[src/rtl/soft_arb_pkg.sv]
package soft_arb_pkg;

    localparam int NUM_CLIENTS = 3;
    localparam int NUM_PAIRS   = 3;

    typedef enum logic [1:0] {
        PAIR_OPEN     = 2'd0,
        PAIR_LO_AHEAD = 2'd1,
        PAIR_HI_AHEAD = 2'd2
    } pair_state_e;

    // Pair p ranks clients pair_lo(p) and pair_hi(p): 0=(a,b) 1=(a,c) 2=(b,c)
    function automatic int pair_lo(input int p);
        return (p == 2) ? 1 : 0;
    endfunction

    function automatic int pair_hi(input int p);
        return (p == 0) ? 1 : 2;
    endfunction

endpackage

[src/rtl/soft_arb_pair.sv]
module soft_arb_pair
    import soft_arb_pkg::*;
#(
    parameter bit TIE_LOWER_WINS = 1'b1
) (
    input  logic clk,
    input  logic rst_n,
    input  logic req_lo,
    input  logic req_hi,
    output logic win_lo_nx,
    output logic win_hi_nx
);

    pair_state_e state_q;
    pair_state_e state_d;

    // Next-state: first arrival takes the pair, held until both drop
    always_comb begin
        state_d = state_q;
        unique case (state_q)
            PAIR_OPEN: begin
                if (req_lo && req_hi)
                    state_d = TIE_LOWER_WINS ? PAIR_LO_AHEAD : PAIR_HI_AHEAD;
                else if (req_lo)
                    state_d = PAIR_LO_AHEAD;
                else if (req_hi)
                    state_d = PAIR_HI_AHEAD;
                else
                    state_d = PAIR_OPEN;
            end
            PAIR_LO_AHEAD,
            PAIR_HI_AHEAD: begin
                if (!req_lo && !req_hi)
                    state_d = PAIR_OPEN;
            end
            default: state_d = PAIR_OPEN;
        endcase
    end

    always_ff @(posedge clk or negedge rst_n) begin
        if (!rst_n)
            state_q <= PAIR_OPEN;
        else
            state_q <= state_d;
    end

    always_comb begin
        win_lo_nx = (state_d == PAIR_LO_AHEAD);
        win_hi_nx = (state_d == PAIR_HI_AHEAD);
    end

    // decision held while either request is high
    p_pair_hold_r9: assert property (@(posedge clk) disable iff (!rst_n)
        (state_q != PAIR_OPEN && (req_lo || req_hi)) |=> (state_q == $past(state_q)));

    // both low clears the pair
    p_pair_clear_r9: assert property (@(posedge clk) disable iff (!rst_n)
        (!req_lo && !req_hi) |=> (state_q == PAIR_OPEN));

    // one winner per pair
    p_pair_one_winner_r10: assert property (@(posedge clk) disable iff (!rst_n)
        $onehot0({win_lo_nx, win_hi_nx}));

endmodule

[src/rtl/soft_arb_grant.sv]
module soft_arb_grant
    import soft_arb_pkg::*;
(
    input  logic                   clk,
    input  logic                   rst_n,
    input  logic [NUM_CLIENTS-1:0] req,
    input  logic [NUM_PAIRS-1:0]   win_lo,
    input  logic [NUM_PAIRS-1:0]   win_hi,
    output logic [NUM_CLIENTS-1:0] gnt_q
);

    logic [NUM_CLIENTS-1:0] gnt_d;
    logic a_over_b, a_over_c, b_over_a, b_over_c, c_over_a, c_over_b;

    always_comb begin
        a_over_b = win_lo[0];
        b_over_a = win_hi[0];
        a_over_c = win_lo[1];
        c_over_a = win_hi[1];
        b_over_c = win_lo[2];
        c_over_b = win_hi[2];
        // Soft rule: a takes either win, b and c need both
        gnt_d[0] = req[0] && (a_over_b || a_over_c);
        gnt_d[1] = req[1] && b_over_a && b_over_c;
        gnt_d[2] = req[2] && c_over_a && c_over_b;
    end

    always_ff @(posedge clk or negedge rst_n) begin
        if (!rst_n)
            gnt_q <= '0;
        else
            gnt_q <= gnt_d;
    end

    // b and c never share a grant
    p_bc_exclusive_r4: assert property (@(posedge clk) disable iff (!rst_n)
        !(gnt_q[1] && gnt_q[2]));

endmodule

[src/rtl/soft_arb3.sv]
module soft_arb3
    import soft_arb_pkg::*;
#(
    parameter bit TIE_LOWER_WINS = 1'b1
) (
    input  logic       clk,
    input  logic       rst_n,
    input  logic [2:0] req_i,
    output logic [2:0] gnt_o
);

    logic [NUM_PAIRS-1:0] win_lo;
    logic [NUM_PAIRS-1:0] win_hi;

    for (genvar p = 0; p < NUM_PAIRS; p++) begin : g_pair
        localparam int LO = pair_lo(p);
        localparam int HI = pair_hi(p);
        soft_arb_pair #(
            .TIE_LOWER_WINS(TIE_LOWER_WINS)
        ) u_pair (
            .clk      (clk),
            .rst_n    (rst_n),
            .req_lo   (req_i[LO]),
            .req_hi   (req_i[HI]),
            .win_lo_nx(win_lo[p]),
            .win_hi_nx(win_hi[p])
        );
    end

    soft_arb_grant u_grant (
        .clk   (clk),
        .rst_n (rst_n),
        .req   (req_i),
        .win_lo(win_lo),
        .win_hi(win_hi),
        .gnt_q (gnt_o)
    );

    // no grant without its request one edge earlier
    p_grant_needs_req_r8: assert property (@(posedge clk) disable iff (!rst_n)
        ((gnt_o & ~$past(req_i)) == 3'b000));

    // never more than two grants
    p_two_max_r10: assert property (@(posedge clk) disable iff (!rst_n)
        ($countones(gnt_o) <= 2));

    // a lone fresh request is granted next edge
    p_lone_req_r2: assert property (@(posedge clk) disable iff (!rst_n)
        ($past(req_i) == 3'b000 && $onehot(req_i)) |=> (gnt_o == $past(req_i)));

endmodule

[config.mk]
export PLATFORM = sky130hd
export DESIGN_NAME = soft_arb3
export DESIGN_NICKNAME = d
export VERILOG_FILES = /design/src/rtl/soft_arb_pkg.sv /design/src/rtl/soft_arb_pair.sv /design/src/rtl/soft_arb_grant.sv /design/src/rtl/soft_arb3.sv
export SDC_FILE = /design/constraint.sdc
export NUM_CORES = 1
export LEC_CHECK = 0
export BUFFER_PORTS_ARGS = -buffer_cell sky130_fd_sc_hd__clkbuf_2
export CORE_AREA = 2 2 39 41
export DETAILED_ROUTE_END_ITERATION = 16
export DIE_AREA = 0 0 41 43
export HOLD_SLACK_MARGIN = 0.03
export MAX_ROUTING_LAYER = met4
export PLACE_DENSITY = 0.59
export REMOVE_ABC_BUFFERS = 1
export SLEW_MARGIN = 20
export SYNTH_ARGS = -nofsm -noshare
export SYNTH_HDL_FRONTEND = slang
export SYNTH_SLANG_ARGS = --single-unit
[constraint.sdc]
create_clock -name clk -period 1.64 [get_ports clk]
set_input_delay 0.082 -clock clk [delete_from_list [all_inputs] [get_ports clk]]
set_output_delay 0.082 -clock clk [all_outputs]
set_load 0.02 [all_outputs]
==> reports/results.ini, run 1 <==
[grt]
grt_pass1_vias = 389
grt_use_met1_pct = 22.04
antenna_found_initial = 0
grt_pass1_wl_um = 1773
grt.total_usage_pct = 15.85
grt_most_used_layer = met1
gr-usage-met2_pct = 18.75
grt_max_degree = 10
overflow = 0
use_met3_pct = 4.188

[worst_setup_path]
worstPathArrival_ps = 1680
path_cells = inv_1 > ha_1 > nand2_1 > a221oi_4 > and4b_1
reg2reg_to = u_grant.gnt_q[1]
rrSetupSlack_ps = 170
r2r.worst_path.cells = 5
end_kind = register
critPathBufInv = 1
start_kind = register
cp_max_fo = 5
critPathSlowestCell = dfrtp_1
worst_ep_required_time_ps = 1850
cp_top_family = flip-flops
r2r-start = g_pair[0].u_pair.state_q[0]
max_stage_delay_ps = 410
setup.worst_path.class = reg2reg

[logic_synthesis]
syn_inst = 51
synth-seq-cells = 9
ys_types = 23
seq_area_frac_synth_pct = 40.54
synthesis.area_um2 = 555.5
yosysWarnings = 0
syn_avg_cell_area_um2 = 10.89

[floorplanning]
io_pins = 8
placementRows = 14
die_w_um = 41
dieArea_um2 = 1763
start_util_pct = 40.14
die_y_um = 43
fp.coreArea_um2 = 1384

[routing]
ant_nets = 0
drt-initial-drc-count = 5
wl_um = 1011
drcViolationCount = 0
first_pass_iters = 4
vias = 402
viasPerCell = 5.154
wire_per_inst_um = 12.96

[timing]
worstMarginPinSlew_ps = 269.4
period_minus_slack_ps = 1472
finalSetupViolations = 0
hold_violations = 0
finalSetupTns_ps = 0
slew_headroom_pct = 81.79
finalCritPeriodShare_pct = 89.77
fmax_ghz = 0.6792
slew_viol_final = 0
skew_ps = 0.5347
rsz0062_at_grt = false

[power_and_ir_drop]
vdd_drop_max_mv = 0.6145
powerDensity_nw_per_um2 = 1717
fin_total_pwr_mw = 1.091
leakagePower_nw = 0.3189

[cts]
worst_skew_pair.late_latency_ps = 270
cts_setup_buffers = 0
cts.reportedPaths.clkPinSlew_ps = 70
clockBufferDepth = 2
cts_tree = yes
cts.sinks = 9
cts_root_buf = clkbuf_4
numCtsBuffers = 3
htreeDepth = 1

[placed_design]
dp_hpwl_um = 768.2
gp_congestion = 0.6836
numPortBuffers = 7

[finish]
layout_common_cells = inv_1 (9), dfrtp_1 (9), clkbuf_2 (7), ha_1 (6), a21oi_1 (5)
postLayoutCoreUtil_pct = 45.93
final_nets = 74
area_growth_pct = 14.41
layout-drive-gt1-share_pct = 24.19
n_antenna_cell = 0

[outcome]
status = complete, no violations

[worst_hold_path]
hold_path.class = in2reg
hold_path_end = g_pair[2].u_pair.state_q[1]
whs_path_depth = 2
worstHoldStart = req_i[1]

[flow_run]
drv_cap = 0

## cells by family after synthesis
| logic type | share of synthesized area [%] |
|---|---|
| compound gates | 23.87 |
| simple gates | 13.96 |
| fa+ha+maj | 13.51 |
| buf+inv | 8.108 |
| flops | 40.54 |
## cell type report
type	instances	area, um^2
clock buffers	4	26.28
fillers	128	748.2
inverters	9	33.78
multi-input cells	32	285.3
flip-flops and latches	9	225.2
well taps	16	20.02
repair buffers	8	45.04
## sequential cells by signal, indices dropped and copies added (netlist names)
name,cells
g_pair.u_pair.state_q,6
u_grant.gnt_q,3
## power by group
part,total [mW],switching [mW],leakage (nW),internal (mW)
clock network,0.186,0.0918,0.0150,0.0944
logic,0.533,0.290,0.187,0.243
registers,0.372,0.0670,0.117,0.305
## worst max path at each step
stage                                start          endpoint  slack, ps  depth (start not counted)
2_1_floorplan  g_pair[2].u_pair.state_q[0]  u_grant.gnt_q[2]        310                          5
3_3_place_gp   g_pair[2].u_pair.state_q[0]  u_grant.gnt_q[2]        200                          5
3_5_place_dp   g_pair[0].u_pair.state_q[0]  u_grant.gnt_q[1]        200                          5
4_1_cts        g_pair[0].u_pair.state_q[0]  u_grant.gnt_q[1]        170                          5
5_1_grt        g_pair[2].u_pair.state_q[0]  u_grant.gnt_q[2]         50                          5
6_report       g_pair[0].u_pair.state_q[0]  u_grant.gnt_q[1]        170                          5
## per-stage QoR
stage / instances / setup slack [ps] / hold slack [ps] / instance area (um^2)
after floorplan: 50 / 310.6 / -213.6 / 544.3
after global placement: 73 / 201.9 / -46.41 / 599.3
after detailed placement: 73 / 201.9 / -43.94 / 599.3
after CTS: 78 / 173.1 / 77.98 / 635.6
after global routing: 78 / 46.42 / 105.5 / 635.6
final: 78 / 167.8 / 86.41 / 635.6
## worst register-to-register path: stages, from the launching register on
cell and delay (ps):
dfrtp_1 410, inv_1 60, ha_1 360, nand2_1 110, a221oi_4 250, and4b_1 220
## Yosys cell counts
| cell | count | area [um^2] |
|---|---|---|
| ha_1 | 6 | 75.07 |
| and2b_2 | 1 | 8.760 |
| a32o_1 | 1 | 10.01 |
| nand2_1 | 3 | 11.26 |
| a32oi_1 | 1 | 8.760 |
| nand4b_1 | 1 | 8.760 |
| a221oi_4 | 1 | 26.28 |
| o31ai_2 | 1 | 12.51 |
| and2_1 | 1 | 6.260 |
| buf_6 | 1 | 11.26 |
| inv_1 | 9 | 33.78 |
| a21o_1 | 1 | 7.510 |
| nor2_1 | 1 | 3.750 |
| dfrtp_1 | 9 | 225.2 |
| nor4b_1 | 1 | 8.760 |
| nand2b_1 | 1 | 6.260 |
| nand2b_4 | 1 | 13.76 |
| o221a_2 | 1 | 11.26 |
| a221oi_1 | 1 | 8.760 |
| a21oi_1 | 5 | 25.02 |
| and4b_1 | 1 | 10.01 |
| o211ai_1 | 2 | 15.01 |
| o21a_1 | 1 | 7.510 |
## metal layers
metal	wire (um)	vias to the layer above	part of all wire (%)
li1	-	202	-
met1	504	181	50
met2	412	14	41
met3	52	5	5.1
met4	42	0	4.2
met5	0	-	0
## timing repair
| item | 4_1_cts | 5_1_grt |
|---|---|---|
| hold endpoints to repair | 9 | 0 |
| hold buffers | 1 | 0 |
| gates resized for setup | 0 | 0 |
(Power assumes the default switching activity.)
==> inputs of run 2 (changes only) <==
--- a/config.mk
+++ b/config.mk
@@ -11,7 +11,7 @@
 export DIE_AREA = 0 0 41 43
 export HOLD_SLACK_MARGIN = 0.03
 export MAX_ROUTING_LAYER = met4
-export PLACE_DENSITY = 0.59
+export PLACE_DENSITY = 0.62
 export REMOVE_ABC_BUFFERS = 1
 export SLEW_MARGIN = 20
 export SYNTH_ARGS = -nofsm -noshare
==> constraint.sdc (replaced) <==
create_clock -name clk -period 1.3 [get_ports clk]
set_input_delay 0.065 -clock clk [delete_from_list [all_inputs] [get_ports clk]]
set_output_delay 0.065 -clock clk [all_outputs]
set_load 0.02 [all_outputs]
==> reports/results.ini, run 2 (synthesis gave the netlist of run 1 again) <==
[power_and_ir_drop]
leakagePower_nw = 0.3754
powerDensity_nw_per_um2 = 2439
vdd_drop_max_mv = 1.354

[worst_setup_path]
worst_ep_required_time_ps = 1490
end_kind = register
rrSetupSlack_ps = -30
r2r-start = g_pair[2].u_pair.state_q[1]
setup.worst_path.class = reg2reg
cp_top_family = simple AND/OR/NAND/NOR gates
start_kind = register
worstPathArrival_ps = 1530
r2r.worst_path.cells = 5
max_stage_delay_ps = 400
critPathBufInv = 1
cp_max_fo = 3
critPathSlowestCell = dfrtp_1
path_cells = buf_6 > ha_4 > nand4b_1 > o31ai_4 > and4b_1
reg2reg_to = u_grant.gnt_q[1]

[finish]
largest_register = g_pair.u_pair.state_q
final_nets = 83
mostFrequentLayoutCell = dfrtp_1
area_growth_pct = 45.72
largest_registers = g_pair.u_pair.state_q (6), u_grant.gnt_q (3)
nFillCells = 116
largest_reg_flops = 6
final_cells = 87
layout_common_cells = dfrtp_1 (9), clkbuf_2 (7), buf_4 (7), inv_2 (5)
n_antenna_cell = 0
layout-drive-gt1-share_pct = 56.34
fin_area_um2 = 809.5

[timing]
finalSetupTns_ps = -54.09
period_minus_slack_ps = 1335
fmax_ghz = 0.7492
worstMarginPinSlew_ps = 228.4
skew_ps = 1.606
fin_ws_ps = -34.75
hold_violations = 0
finalSetupViolations = 2
finalCritPeriodShare_pct = 102.7
slew_viol_final = 0
slew_headroom_pct = 84.77
rsz0062_at_grt = true

[grt]
grt_use_met1_pct = 16.28
grt_pass1_vias = 418
grt_max_degree = 10
overflow = 0
antenna_found_initial = 0
use_met3_pct = 7.853
grt_pass1_wl_um = 1649
gr-usage-met2_pct = 22.50
grt.total_usage_pct = 14.45
grt_most_used_layer = met2

[cts]
htreeDepth = 1
numCtsBuffers = 3
clockBufferDepth = 2
worst_skew_pair.late_latency_ps = 260
cts.reportedPaths.clkPinSlew_ps = 60
cts_tree = yes
cts.sinks = 9
cts_root_buf = clkbuf_4

[placed_design]
pre_cts_ws_ps = -101.1
dpl.cell_count = 80
dp_hpwl_um = 755.4
dpl-instance-area_um2 = 651.9
gp_congestion = 0.7371
numPortBuffers = 7

[floorplanning]
die_w_um = 41
placementRows = 14
start_util_pct = 40.14
dieArea_um2 = 1763
die_y_um = 43
io_pins = 8
fp.coreArea_um2 = 1384

[routing]
ant_nets = 0
vias = 442
viasPerCell = 5.080
drt-initial-drc-count = 6
drcViolationCount = 0
first_pass_iters = 4
wire_per_inst_um = 13.07
wl_um = 1137

[worst_hold_path]
hold_path_end = g_pair[2].u_pair.state_q[1]
hold_path.class = in2reg
worstHoldStart = req_i[1]
whs_path_depth = 2

[outcome]
status = complete, but fails checks
violations = negative setup slack

[flow_run]
drv_cap = 0

## run 2: cell types whose count changed in the layout (fill, tap and decap cells not counted), moves of 2 or more
| cell | delta |
|---|---|
| a21oi_1 | -3 |
| inv_2 | +5 |
| ha_4 | +4 |
| ha_1 | -4 |
| buf_6 | +2 |
| nand2_2 | +2 |
| nand2_1 | -2 |
| a21oi_4 | +2 |
| inv_1 | -5 |
| buf_4 | +7 |
## run 2: through the flow
stage,total power [mW],hold WS (ps),utilization [%]
2_1_floorplan,0.9954,-230.6,-
3_3_place_gp,1.280,-61.62,47.11
3_5_place_dp,1.292,-64.09,47.11
4_1_cts,1.777,80.72,55.06
5_1_grt,2.112,95.80,58.50
6_report,1.975,99.36,58.50
## run 2: what timing repair did
item | in CTS | in global routing
setup endpoints to repair | 2 | 4
pin swaps | 4 | 5
hold buffers | 1 | 0
hold endpoints to repair | 9 | 0
setup buffers | 1 | 1
gates resized for setup | 11 | 11
## run 2: worst reg2reg max path, cell delays in order, from the launching register on
cell,delay [ps]
dfrtp_1,400
buf_6,140
ha_4,170
nand4b_1,230
o31ai_4,110
and4b_1,230
## run 2: worst max path at each step
stage                                            from  cells past startpoint                to  slack, ps
final                     g_pair[2].u_pair.state_q[1]                      5  u_grant.gnt_q[1]        -30
after global routing      g_pair[2].u_pair.state_q[1]                      5  u_grant.gnt_q[1]       -120
after CTS                 g_pair[2].u_pair.state_q[0]                      5  u_grant.gnt_q[1]         -4
after detailed placement  g_pair[2].u_pair.state_q[0]                      5  u_grant.gnt_q[2]       -100
after global placement    g_pair[2].u_pair.state_q[0]                      5  u_grant.gnt_q[2]        -70
after floorplan           g_pair[2].u_pair.state_q[0]                      5  u_grant.gnt_q[2]        -30
## run 2: final cells by class
cell class	count	area, um^2	share of cell area, %
flip-flops and latches	9	225.2	27.82
clock buffers	4	26.28	3.246
inverters	9	33.78	4.173
multi-input cells	32	384.1	47.45
repair buffers	17	120.1	14.84
well taps	16	20.02	2.473
## run 2: power breakdown
part,switching (mW),internal [mW],total [mW]
Clock,0.0915,0.118,0.209
Combinational,0.609,0.708,1.32
Sequential,0.0631,0.385,0.448
## run 2: per-layer routing
| metal | vias up | wire, um |
|---|---|---|
| li1 | 223 | - |
| met1 | 212 | 463 |
| met2 | 7 | 619 |
| met3 | 0 | 54 |
| met4 | 0 | 0 |
| met5 | - | 0 |
==> inputs of run 3 (changes only) <==
--- a/config.mk
+++ b/config.mk
@@ -5,7 +5,7 @@
 export SDC_FILE = /design/constraint.sdc
 export NUM_CORES = 1
 export LEC_CHECK = 0
-export BUFFER_PORTS_ARGS = -buffer_cell sky130_fd_sc_hd__clkbuf_2
+export BUFFER_PORTS_ARGS = -buffer_cell sky130_fd_sc_hd__buf_4
 export CORE_AREA = 2 2 39 41
 export DETAILED_ROUTE_END_ITERATION = 16
 export DIE_AREA = 0 0 41 43
==> reports/results.ini, run 3 (synthesis gave the netlist of run 1 again) <==
[routing]
wl_met1_um = 496
wire_per_inst_um = 13.20
first_pass_iters = 4
viasPerCell = 4.943
drt-initial-drc-count = 5
wl_um = 1162
dr_wl_met3_um = 60
vias = 435
top_layer = met4
ant_nets = 0
dr_wl_met2_um = 600
drcViolationCount = 0

[cts]
worst_skew_pair.late_latency_ps = 250
clockBufferDepth = 2
numCtsBuffers = 3
cts.sinks = 9
htreeDepth = 1
cts_root_buf = clkbuf_4
cts_tree = yes
cts.reportedPaths.clkPinSlew_ps = 60

[timing]
finalCritPeriodShare_pct = 102.1
slew_headroom_pct = 83.79
skew_ps = 2.073
slew_viol_final = 0
fin_ws_ps = -27.26
period_minus_slack_ps = 1327
fmax_ghz = 0.7534
finalSetupTns_ps = -53.27
worstMarginPinSlew_ps = 243.2
rsz0062_at_grt = true
finalSetupViolations = 2
hold_violations = 0

[power_and_ir_drop]
leakagePower_nw = 0.3837
vdd_drop_max_mv = 1.118
fin_total_pwr_mw = 1.881
powerDensity_nw_per_um2 = 2324

[outcome]
violations = negative setup slack
status = complete, but fails checks

[placed_design]
dpl-instance-area_um2 = 669.4
numPortBuffers = 7
dp_hpwl_um = 797.4
gp_congestion = 0.6791

[worst_setup_path]
cp_max_fo = 3
max_stage_delay_ps = 390
start_kind = register
reg2reg_to = u_grant.gnt_q[1]
end_kind = register
r2r.worst_path.cells = 5
crit_start = g_pair[2].u_pair.state_q[0]
r2r-start = g_pair[2].u_pair.state_q[0]
path_cells = buf_6 > ha_4 > nand4b_1 > o31ai_4 > and4b_1
endpoint = u_grant.gnt_q[1]
path_depth = 5
worst_ep_required_time_ps = 1490
worstPathArrival_ps = 1520
setup.worst_path.class = reg2reg
rrSetupSlack_ps = -30
critPathBufInv = 1
critPathSlowestCell = dfrtp_1
cp_top_family = simple AND/OR/NAND/NOR gates

[finish]
mostFrequentLayoutCell = buf_4
area_growth_pct = 45.72
largest_registers = g_pair.u_pair.state_q (6), u_grant.gnt_q (3)
largest_reg_flops = 6
layout_common_cells = buf_4 (15), inv_1 (9), dfrtp_1 (9)
final_nets = 84
postLayoutCoreUtil_pct = 58.50
largest_register = g_pair.u_pair.state_q
fin_area_um2 = 809.5
layout-drive-gt1-share_pct = 45.83
n_antenna_cell = 0

[grt]
grt_max_degree = 10
grt_pass1_vias = 440
overflow = 0
grt_pass1_wl_um = 2014
grt.total_usage_pct = 17.84
antenna_found_initial = 0

[floorplanning]
die_y_um = 43
placementRows = 14
dieArea_um2 = 1763
io_pins = 8
start_util_pct = 40.14
fp.coreArea_um2 = 1384
die_w_um = 41

[flow_run]
drv_cap = 0

[worst_hold_path]
hold_path.class = in2reg

-- run 3: changes by cell type in the layout (fill, tap and decap cells not counted) --
cell,delta
nand2_2,-2
ha_1,+1
nand2_1,+2
a21oi_4,-1
inv_1,+5
ha_4,-1
a21oi_2,+1
inv_2,-5
buf_4,+8
clkbuf_2,-7
-- run 3: final cells by class --
class                   instances  area, um^2
multi-input cells              32       359.1
repair buffers                 18       145.1
clock buffers                   4       26.28
well taps                      16       20.02
fillers                       111       574.3
inverters                       9       33.78
flip-flops and latches          9       225.2
-- run 3: how the worst min path moves through the flow --
stage,from,to,depth (start not counted)
detailed placement,rst_n,g_pair[2].u_pair.state_q[0],1
finish,req_i[1],g_pair[2].u_pair.state_q[1],2
global route,req_i[2],g_pair[2].u_pair.state_q[1],2
global placement,rst_n,g_pair[2].u_pair.state_q[0],1
floorplan,rst_n,g_pair[0].u_pair.state_q[0],0
CTS,req_i[2],g_pair[2].u_pair.state_q[1],2
-- run 3: worst register-to-register path: stages (launching register included) --
cell and delay, ps:
dfrtp_1 390, buf_6 130, ha_4 170, nand4b_1 240
o31ai_4 120, and4b_1 230
-- run 3: report_power, final --
group          total [mW]  internal [mW]  switching, mW  leakage [nW]
Clock               0.206          0.118         0.0883        0.0150
Sequential          0.438          0.385         0.0528         0.117
Combinational        1.24          0.672          0.566         0.252
-- run 3: per-stage QoR --
stage	hold slack, ps	setup WS (ps)	std cells
CTS	52.91	-16.26	87
global placement	-104.1	-74.83	80
floorplan	-230.6	-29.39	50
finish	55.96	-27.26	88
global route	57.00	-110.0	88
detailed placement	-105.2	-135.4	80
-- run 3: routing by layer --
layer / vias to the layer above / global-route usage (%)
met3: 2 / 7.853
li1: 224 / -
met5: - / -
met2: 10 / 27.50
met4: 0 / 2.000
met1: 199 / 21.78
-- run 3: repair_timing --
item                                    4_1_cts  5_1_grt
endpoints found under the setup margin        2        5
gates resized for setup                      12        1
buffers inserted                              2        1
hold endpoints to repair                      9        0
pin swaps                                     4        5
hold buffers                                  1        0
